## config.mk

```make
export PLATFORM = sky130hd
export DESIGN_NAME = gpio_debounce
export DESIGN_NICKNAME = d
export VERILOG_FILES = /design/src/rtl/gpio_debounce.sv
export SDC_FILE = /design/constraint.sdc
export NUM_CORES = 1
export LEC_CHECK = 0
export ABC_AREA = 1
export BUFFER_PORTS_ARGS = -buffer_cell sky130_fd_sc_hd__buf_2
export CAP_MARGIN = 20
export CORE_MARGIN = 2
export CORE_UTILIZATION = 52
export CTS_CLUSTER_SIZE = 16
export DETAILED_ROUTE_END_ITERATION = 8
export GPL_TIMING_DRIVEN = 0
export PLACE_DENSITY = 0.74
export SLEW_MARGIN = 20
export SYNTH_ARGS = -nofsm -noshare
export SYNTH_HDL_FRONTEND = slang
export SYNTH_SLANG_ARGS = --single-unit
```

## constraint.sdc

```tcl
create_clock -name clk -period 1.53 [get_ports clk]
set_input_delay 0.0765 -clock clk [delete_from_list [all_inputs] [get_ports clk]]
set_output_delay 0.0765 -clock clk [all_outputs]
set_load 0.005 [all_outputs]
```

## src/rtl/gpio_debounce.sv

```systemverilog
module gpio_debounce #(
  parameter int TB0_DIV = 2,
  parameter int TB1_DIV = 6,
  parameter int TB2_DIV = 510,
  parameter int TB3_DIV = 2046
) (
  input  logic       clk,
  input  logic       rst_n,
  input  logic       tick,
  input  logic [7:0] cfg,
  input  logic       raw,
  output logic       clean
);

  localparam int M01  = (TB0_DIV > TB1_DIV) ? TB0_DIV : TB1_DIV;
  localparam int M23  = (TB2_DIV > TB3_DIV) ? TB2_DIV : TB3_DIV;
  localparam int DMAX = (M01 > M23) ? M01 : M23;
  localparam int PW   = (DMAX > 1) ? $clog2(DMAX) : 1;

  localparam logic [PW-1:0] LIM0 = PW'(TB0_DIV - 1);
  localparam logic [PW-1:0] LIM1 = PW'(TB1_DIV - 1);
  localparam logic [PW-1:0] LIM2 = PW'(TB2_DIV - 1);
  localparam logic [PW-1:0] LIM3 = PW'(TB3_DIV - 1);

  logic [PW-1:0] pre;
  logic [3:0]    per;
  logic [7:0]    cfg_q;
  logic [PW-1:0] lim;

  wire [3:0] cnt  = cfg[3:0];
  wire [1:0] tb   = {cfg[7], cfg[4]};
  wire [1:0] mode = cfg[6:5];

  always_comb begin
    case (tb)
      2'b00:   lim = LIM0;
      2'b01:   lim = LIM1;
      2'b10:   lim = LIM2;
      default: lim = LIM3;
    endcase
  end

  wire filt_rise  = (mode != 2'd2);
  wire filt_fall  = (mode != 2'd1);
  wire pending    = (raw != clean);
  wire slow       = (cnt != 4'd0) && (raw ? filt_rise : filt_fall);
  wire restart    = (cfg != cfg_q);
  wire period_end = tick && (pre == lim);
  wire win_done   = period_end && ({1'b0, per} + 5'd1 == {1'b0, cnt});

  always_ff @(posedge clk) begin
    if (!rst_n) begin
      clean <= raw;
      pre   <= '0;
      per   <= '0;
      cfg_q <= cfg;
    end else begin
      cfg_q <= cfg;
      if (pending && !slow) begin
        clean <= raw;
        pre   <= '0;
        per   <= '0;
      end else if (!pending || restart) begin
        pre <= '0;
        per <= '0;
      end else if (tick) begin
        if (period_end) begin
          pre <= '0;
          if (win_done) begin
            clean <= raw;
            per   <= '0;
          end else begin
            per <= per + 4'd1;
          end
        end else begin
          pre <= pre + PW'(1);
        end
      end
    end
  end

  AST_BYPASS_ZERO: assert property (@(posedge clk) disable iff (!rst_n)
    (cnt == 4'd0 && pending) |=> (clean == $past(raw)));
  AST_FAST_FALL: assert property (@(posedge clk) disable iff (!rst_n)
    (cnt != 4'd0 && mode == 2'd1 && !raw && clean) |=> !clean);
  AST_FAST_RISE: assert property (@(posedge clk) disable iff (!rst_n)
    (cnt != 4'd0 && mode == 2'd2 && raw && !clean) |=> clean);
  AST_SLOW_NEEDS_TICK: assert property (@(posedge clk) disable iff (!rst_n)
    (slow && pending && !tick) |=> $stable(clean));
  AST_CFG_RESTART_HOLDS: assert property (@(posedge clk) disable iff (!rst_n)
    (slow && pending && restart) |=> $stable(clean));
  AST_HOLD_EQUAL: assert property (@(posedge clk) disable iff (!rst_n)
    (!pending) |=> $stable(clean));
  AST_PERIOD_BOUND: assert property (@(posedge clk) disable iff (!rst_n)
    per <= 4'd14);

endmodule

```

Word level (Yosys, flattened, before mapping)
Cells that the tools add are included.
{ "classes": {"bitwise_logic": 1, "mul": 0, "magnitude_cmp": 0, "div": 0, "n_eq_ne": 12, "reduce_logical": 12, "shifts": 0, "addsub": 3, "n_mux": 10} }
{ "op_table": {"columns": ["cell", "n"], "rows": [
  ["one-hot mux 11 bit (3 select lines)", 1],
  ["adder 11 x 1 -> 11 bit (second input constant)", 1],
  ["== test 11 bit", 1],
  ["2-to-1 mux 11 bit", 1],
  ["!= test 3 x 1 -> 1 bit (second input constant)", 3],
  ["!= test 8 bit", 1],
  ["2-to-1 mux 1 bit", 7],
  ["adder 4 x 1 -> 5 bit (second input constant)", 1],
  ["== test 5 x 4 -> 1 bit", 1],
  ["adder 4 x 1 -> 4 bit (second input constant)", 1],
  ["logical AND 1 bit", 4],
  ["2-to-1 mux 4 bit", 1],
  ["AND reduction 4 bit", 1],
  ["nonzero test 4 bit", 1],
  ["!= test 3 bit (second input constant)", 1],
  ["OR reduction 3 bit", 1],
  ["== test 2 x 1 -> 1 bit (second input constant)", 1],
  ["== test 2 bit (second input constant)", 1],
  ["logical NOT 1 bit", 2],
  ["logical NOT 2 bit", 1],
  ["!= test 2 x 1 -> 1 bit (second input constant)", 1],
  ["!= test 2 bit (second input constant)", 1],
  ["AND reduction 2 bit", 1],
  ["logical OR 1 bit", 1],
  ["other kinds (2)", 2]
]} }
{ "word_totals": {"ram_bits": 0, "latch_bits": 0, "elab_cells": 42, "rom_bits": 0, "inputBits": 12, "out_inout_bits": 1, "ff_bits": 24, "memories": 0} }

Logic depth before layout (Yosys ltp)
Gate-level depths: netlist of the first run.
{ "logic_depth": {"ltp_word": 11, "ltp_mapped": 11, "depth_no_buf": 11} }

Least setup slack after synthesis of the first run
Ideal clock, no wire load.
{ "synth_path": {"kind": "reg2reg", "from": "register pre[1]", "to": "register clean (enable)", "arrival_ns": 1.189, "setup_ns": 0.292, "period_less_slack_ns": 1.481, "n_path_buf": 0, "path_stages_with_launch": 11, "required_ns": 1.238, "path_slack_ns": 0.049, "path_cell_list": "dfxtp_1 > inv_1 > ha_1 > nand2_1 > inv_1 > nand3_4 > nor2_8 > nand2_2 > nor2_4 > nand4_1 > nand2_1"} }
{ "synth_between": {"elab_chain_cells": 5, "word_cells_on_any_way": 6, "cone_classes": "3 x eq/ne; 3 x reduce/logical"} }
{ "synth_rtl": {"columns": ["element", "line", "source"], "rows": [
  ["start: declaration", "25", "logic [PW-1:0] pre;"],
  ["start signal: assignment", "76", "pre <= pre + PW'(1);"],
  ["== test 11 bit (*)", "48", "wire period_end = tick && (pre == lim);"],
  ["logical AND 1 bit (*)", "48", null],
  ["logical AND 1 bit", "49", "wire win_done = period_end && ({1'b0, per} + 5'd1 == {1'b0, cnt});"],
  ["!= test 3 x 1 -> 1 bit (no source line)", null, null],
  ["AND reduction 4 bit (no source line) (*)", null, null],
  ["end signal: assignment", "53", "clean <= raw;"],
  ["end signal: assignment", "60", "clean <= raw;"],
  ["end signal: assignment", "70", "clean <= raw;"],
  ["end: declaration", "12", "output logic clean"]
]} }
Mark *: on every way between the ends. The rest lies on a longest branch, timed or not.
A chain may end at the register's enable or synchronous reset.

Worst setup path in the final report of the first run
{ "layout_path": {"from": "register pre[6]", "to": "register clean (enable)"} }
The elaborated chain is that of the path after synthesis.

==> results of run 1 <==
==> state kept, by name, summed over array words and instances, names as in the netlist <==
| signal | count |
|---|---|
| clean | 1 |
| per | 4 |
| pre | 11 |
| cfg_q | 8 |
==> worst register-to-register path: cells and delay by family, from the launching register on <==
kind | cells | cell delay (ns)
flip-flops | 1 | 0.41
AND/OR/NAND/NOR | 7 | 0.82
==> repair_timing <==
item / 4_1_cts / 5_1_grt
gates resized for setup: 5 / 14
setup buffers: 3 / 2
hold endpoints to repair: 9 / 0
hold buffers: 9 / 0
setup endpoints to repair: 5 / 16
pin swaps: 3 / 6
==> final cells by class <==
type                       instances  area [um^2]  area share (%)
multi-input combinational        132        885.9           50.79
sequential                        24        501.7           28.77
timing repair buffer              26        200.2           11.48
inverter                          22        82.58           4.735
tap                               30        37.54           2.152
clock buffer                       4        36.28           2.080
==> kinds of logic (layout without fill, tap and decap cells) <==
| family | Yosys count | after routing |
|---|---|---|
| buffers and inverters | 22 | 52 |
| AOI/OAI and AO/OA | 6 | 6 |
| adders and majority gates | 3 | 3 |
| and+or+nand+nor | 103 | 103 |
| DFF | 24 | 24 |
| xor gates and xnor gates | 20 | 20 |
==> placed cells by master (no fill, tap or decap), types with 2 or more instances in the layout <==
cell | netlist | final
dfxtp_2 | 0 | 6
nor3_2 | 2 | 2
nand2_2 | 4 | 5
ha_4 | 0 | 2
inv_2 | 4 | 6
xor2_1 | 17 | 17
inv_1 | 18 | 16
buf_4 | 0 | 4
nand3_4 | 3 | 3
nand4_1 | 13 | 13
nand3_1 | 6 | 6
xnor2_1 | 3 | 3
nand3b_1 | 3 | 3
clkbuf_4 | 0 | 3
nor2_1 | 18 | 16
buf_2 | 0 | 12
o21ai_1 | 1 | 2
nand2_1 | 37 | 35
nor2_2 | 9 | 11
dlygate4sd3_1 | 0 | 9
nand2_4 | 1 | 2
a21oi_1 | 2 | 2
nor2_8 | 2 | 2
nand3_2 | 2 | 2
dfxtp_1 | 23 | 16
==> layer usage <==
layer | GRT usage, % | up-vias | wire length, um
li1 | - | 625 | -
met2 | 33.45 | 19 | 1439
met4 | 4.762 | 0 | 35
met5 | 0 | - | 0
met1 | 23.97 | 573 | 1287
met3 | 5.116 | 4 | 111
==> worst paths after layout <==
path              cells after the start  startpoint      to
setup / recovery                      7      pre[6]   clean
hold reg to reg                       2      per[1]  per[1]
setup reg to reg                      7      pre[6]   clean
hold / removal                        3        tick  pre[0]
==> through the flow <==
| step | power (mW) | hold WS, ns | cell area [um^2] | setup slack, ns | setup TNS, ns |
|---|---|---|---|---|---|
| after floorplan | 0.7303 | 0.1042 | 1419 | 0.04946 | 0 |
| after CTS | 1.127 | 0.06143 | 1697 | 0.0001800 | 0 |
| after global routing | 1.158 | 0.08108 | 1744 | -0.05405 | -0.3177 |
| final | 1.120 | 0.06122 | 1744 | 0.03688 | 0 |
| after global placement | 0.7670 | 0.2188 | 1516 | -0.04360 | -0.04360 |
| after detailed placement | 0.7711 | 0.2209 | 1516 | -0.08201 | -0.08201 |
==> power by group through the flow <==
| stage | Clock, mW | Sequential (mW) | Combinational [mW] |
|---|---|---|---|
| 3_5_place_dp | 0 | 0.662 | 0.109 |
| 2_1_floorplan | 0 | 0.662 | 0.0683 |
| 5_1_grt | 0.362 | 0.648 | 0.148 |
| 4_1_cts | 0.352 | 0.647 | 0.128 |
| 3_3_place_gp | 0 | 0.662 | 0.105 |
| 6_report | 0.341 | 0.647 | 0.133 |
==> results.py, run 1 <==
metrics = {
    "logic_synthesis": {
        "synth-adder-area-share_pct": 2.646,
        "ys_async_sr_fraction_pct": 0,
        "yosysTopAreaCellShare_pct": 32.45,
        "seq_area_frac_synth_pct": 34.57,
        "synthCells": 178,
        "yosysWarnings": 0,
        "yosys-top-cells-area": "dfxtp_1 32%, xor2_1 10%, nand2_1 9.8%",
        "synth_cell_types": 27,
        "synth-seq-cells": 24,
        "synth_edf_count": 1,
        "synthMuxAreaShare_pct": 0,
        "synth_fp_nets": 193,
        "synth-compound-area-share_pct": 3.086,
        "yosys_most_used_dff": "dfxtp_1",
        "syn-cell-area_um2": 1419,
        "synth_top_family_by_area": "simple AND/OR/NAND/NOR gates",
        "synth_xor_area_share_pct": 12.35,
        "synth_top_area_cell": "dfxtp_1",
        "synth-simple-area-share_pct": 41.53,
        "syn-mean-instance-area_um2": 7.971,
        "yosysMostFrequentCell": "nand2_1",
        "ys_top_cells_by_count": "37 x nand2_1, 23 x dfxtp_1, 18 x inv_1, 18 x nor2_1, 17 x xor2_1",
    },
    "worst_setup_path": {
        "crit_chain": "nand2_1 > nand3b_1 > nand2_4 > nand2_2 > nor2_4 > nand4_1 > nand2_1",
        "crit_arrival_ns": 1.55,
        "cpPeakStageDelay_ns": 0.41,
        "cp_max_fo": 6,
        "crit_buf_inv": 0,
        "cp_slowest_cell": "dfxtp_1",
        "crit_type": "register to register",
        "required_ns": 1.59,
        "cp-start-kind": "register",
        "r2r_slack_ns": 0.04,
        "worst_path_most_repeated_cell": "nand2_1",
        "crit_family": "simple AND/OR/NAND/NOR gates",
        "worstSetupEndpointType": "register",
    },
    "clock_network": {
        "cts_tree": "built",
        "clk_pin_slew_ns": 0.13,
        "cts.path.max_buffers": 2,
        "cts_buffers": 3,
        "h-tree-depth": 1,
        "clock_latency_ns": 0.32,
        "cts.sinks": 24,
        "cts_root_buf": "clkbuf_4",
    },
    "hold_path": {
        "min_path_type": "input port to register",
    },
    "sta": {
        "tightest_slew_ns": 0.3405,
        "slew_viol_final": 0,
        "finalCritPeriodShare_pct": 97.59,
        "slew_headroom_pct": 77.17,
        "rsz0062_at_grt": "true",
        "hold_violations": 0,
        "fin_skew_ns": 0.004264,
        "min_period_ns": 1.493,
        "clock.fmax_ghz": 0.6697,
        "finalSetupViolations": 0,
    },
    "global_route": {
        "track_usage_pct": 19.41,
        "grt_pass1_wl_mm": 4.892,
        "grt_max_degree": 14,
        "grt_antenna_before_repair": 0,
        "grt_pass1_vias": 1155,
        "grt.overflow.total": 0,
    },
    "routing": {
        "antenna_left": 0,
        "drt_first_pass_iters": 4,
        "drtIter0Drc": 54,
        "post_drt_via_cell_ratio": 5.130,
        "routed_wl_mm": 2.873,
        "drc": 0,
        "via_count": 1221,
        "wl_per_cell_um": 12.07,
    },
    "placed_design": {
        "place.gp.congestion": 0.7987,
        "port_buffers": 12,
        "dp_cells": 220,
        "hpwlAfterDp_mm": 1.983,
    },
    "floorplan": {
        "initial_utilization_pct": 56.25,
        "core_area_um2": 2522,
        "rows": 18,
        "die_area_um2": 3162,
        "die_y_um": 56.24,
        "die_w_um": 56.24,
        "ioPinCount": 13,
    },
    "pwr": {
        "ir_worst_vdd_mv": 0.6350,
        "swShare_pct": 24.78,
        "power_switching_mw": 0.2775,
        "p_leak_nw": 0.7381,
        "internal_power_mw": 0.8425,
        "pwr-share-seq_pct": 57.7,
        "pwr-share-clk_pct": 30.4,
        "combinationalPowerShare_pct": 11.9,
        "powerDensity_nw_per_um2": 642.2,
    },
    "job": {
        "cap_violations": 0,
    },
    "layout": {
        "final_core_util_pct": 69.15,
        "nets": 224,
        "fillers": 198,
        "syn2layout_area_growth_pct": 22.93,
        "antenna_cells": 0,
        "drive_gt1_share_pct": 31.73,
        "final_cells": 238,
    },
    "status": {
        "status": "finished, final reports clean",
    },
}
No activity file was read; power rests on OpenSTA's default activity.
==> run 2: changes to the inputs <==
==> constraint.sdc (replaced) <==
create_clock -name clk -period 1.53 [get_ports clk]
set_input_delay 0 -clock clk [delete_from_list [all_inputs] [get_ports clk]]
set_output_delay 0 -clock clk [all_outputs]
set_load 0.005 [all_outputs]
==> run 2 against run 1 <==
Net effect:
- via count shrank 0.16%
- sequential share of layout area rose by 0.15 points
- clock-buffer cell count unchanged
- global-route usage is essentially flat
- flip-flop and latch count unchanged
- combinational power barely moved
- critical path depth stayed put
- worst setup slack worse by 0.0012 ns
- clock power barely moved
- sequential power is essentially flat
- final cell count stayed put
- critical path type unchanged
- critical endpoint unchanged
- largest power group unchanged
- highest routed layer unchanged
==> results.py, run 2 (synthesis results as in run 1) <==
metrics = {
    "status": {
        "status": "finished, final reports clean",
    },
    "floorplan": {
        "ioPinCount": 13,
        "core_area_um2": 2522,
        "rows": 18,
        "die_y_um": 56.24,
        "initial_utilization_pct": 56.25,
        "die_w_um": 56.24,
        "die_area_um2": 3162,
    },
    "global_route": {
        "grt_pass1_vias": 1155,
        "grt_antenna_before_repair": 0,
        "track_usage_pct": 19.36,
        "grt_pass1_wl_mm": 4.885,
        "grt.overflow.total": 0,
        "grt_max_degree": 14,
    },
    "sta": {
        "hold_violations": 0,
        "min_period_ns": 1.494,
        "rsz0062_at_grt": "true",
        "finalSetupViolations": 0,
        "fin_skew_ns": 0.003581,
        "slew_headroom_pct": 77.74,
        "fin_hold_ws_ns": 0.09984,
        "tightest_slew_ns": 0.3321,
        "clock.fmax_ghz": 0.6692,
        "slew_viol_final": 0,
        "finalCritPeriodShare_pct": 97.67,
    },
    "layout": {
        "nets": 224,
        "syn2layout_area_growth_pct": 22.58,
        "final-seq-area_um2": 503.0,
        "layout_common_cells": "35 x nand2_1, 17 x xor2_1, 16 x inv_1, 16 x nor2_1, 15 x dfxtp_1",
        "final_core_util_pct": 68.95,
        "fillers": 201,
        "drive_gt1_share_pct": 31.73,
        "multi_input_area_um2": 877.1,
        "largest_reg_flops": 11,
        "top_register": "pre",
        "antenna_cells": 0,
        "finalInstanceArea_um2": 1739,
        "reg_top3": "pre x11, cfg_q x8, per x4",
        "layout_commonest_cell": "nand2_1",
    },
    "worst_setup_path": {
        "worstSetupEndpointType": "register",
        "cp-endpoint": "clean",
        "cp_max_fo": 4,
        "reg2reg_to": "clean",
        "crit_type": "register to register",
        "cp-start-kind": "register",
        "r2r_slack_ns": 0.04,
        "critical_path.startpoint": "per[0]",
        "required_ns": 1.59,
        "r2r_start": "per[0]",
        "crit_arrival_ns": 1.55,
        "reg2reg_depth": 7,
    },
    "routing": {
        "drtIter0Drc": 48,
        "routed_wl_mm": 2.867,
        "drt_first_pass_iters": 4,
        "wl_met1_mm": 1.297,
        "top_layer": "met4",
        "wl_per_cell_um": 12.05,
        "wl_met2_mm": 1.411,
        "antenna_left": 0,
        "post_drt_via_cell_ratio": 5.122,
        "drc": 0,
        "wl_met3_um": 125,
        "via_count": 1219,
    },
    "pwr": {
        "p_leak_nw": 0.7394,
        "total_power_mw": 1.121,
        "ir_worst_vdd_mv": 0.6318,
        "pwr-share-seq_pct": 57.6,
        "power_switching_mw": 0.2770,
        "combinationalPowerShare_pct": 12.0,
        "internal_power_mw": 0.8444,
        "powerDensity_nw_per_um2": 644.8,
        "swShare_pct": 24.70,
        "pwr-share-clk_pct": 30.3,
    },
    "placed_design": {
        "hpwlAfterDp_mm": 1.983,
        "place.gp.congestion": 0.7987,
        "dpl_cell_area_um2": 1516,
        "port_buffers": 12,
    },
    "job": {
        "cap_violations": 0,
    },
    "clock_network": {
        "cts_tree": "built",
        "cts.sinks": 24,
        "clk_pin_slew_ns": 0.13,
        "cts_root_buf": "clkbuf_4",
        "clock_latency_ns": 0.32,
        "cts.path.max_buffers": 2,
        "h-tree-depth": 1,
        "cts_buffers": 3,
    },
    "hold_path": {
        "min_path_type": "input port to register",
    },
}
## run 2: changes by cell type in the layout (fill, tap and decap cells not counted), sizes merged
| cell | before | now |
|---|---|---|
| dlygate4sd3 | 9 | 10 |
| buf | 17 | 16 |
## run 2: power by group through the flow
stage / Sequential [mW] / Clock (mW) / Combinational (mW)
6_report: 0.646 / 0.340 / 0.135
5_1_grt: 0.648 / 0.363 / 0.150
4_1_cts: 0.647 / 0.352 / 0.130
3_5_place_dp: 0.662 / 0 / 0.109
3_3_place_gp: 0.662 / 0 / 0.105
2_1_floorplan: 0.662 / 0 / 0.0683
## run 2: how the worst min path moves through the flow
stage	slack (ns)	cells after the start	start	endpoint
after floorplan	0.03	0	cfg[0]	cfg_q[0]
after global routing	0.12	5	rst_n	pre[0]
after CTS	0.09	5	rst_n	pre[0]
after global placement	0.14	1	cfg[2]	cfg_q[2]
final	0.1	5	rst_n	pre[0]
after detailed placement	0.14	1	cfg[2]	cfg_q[2]
## run 2: worst max-delay path, stage by stage (launching register included)
cell     delay, ns
dfxtp_4       0.39
buf_4         0.13
nand3_1       0.11
xnor2_1       0.25
nand2_1       0.09
nand2_1       0.10
nand4_1       0.10
nand2_1       0.08
## run 2: layer usage
metal | GRT usage (%) | vias up
met5 | 0 | -
met4 | 4.762 | 0
met3 | 5.116 | 4
met2 | 33.28 | 32
met1 | 23.97 | 556
li1 | - | 627
## run 2: layout make-up
class / count / share of cell area, %
clock buffers: 4 / 2.086
inverters: 22 / 4.748
multi-input cells: 132 / 50.43
flip-flops and latches: 24 / 28.92
repair buffers: 26 / 11.65
well taps: 30 / 2.158
## run 2: what timing repair did
action	in CTS	in global routing
resized for setup	5	13
endpoints found under the setup margin	5	16
endpoints found under the hold margin	11	0
hold buffers	10	0
setup buffers	3	1
pin swaps	3	5
## run 2: stage by stage
| stage | std cells | worst slack (ns) | setup TNS (ns) |
|---|---|---|---|
| global placement | 220 | -0.04360 | -0.04360 |
| CTS | 237 | 0.0001800 | 0 |
| detailed placement | 220 | -0.08201 | -0.08201 |
| global route | 238 | -0.05405 | -0.3385 |
| floorplan | 178 | 0.04946 | 0 |
| finish | 238 | 0.03570 | 0 |
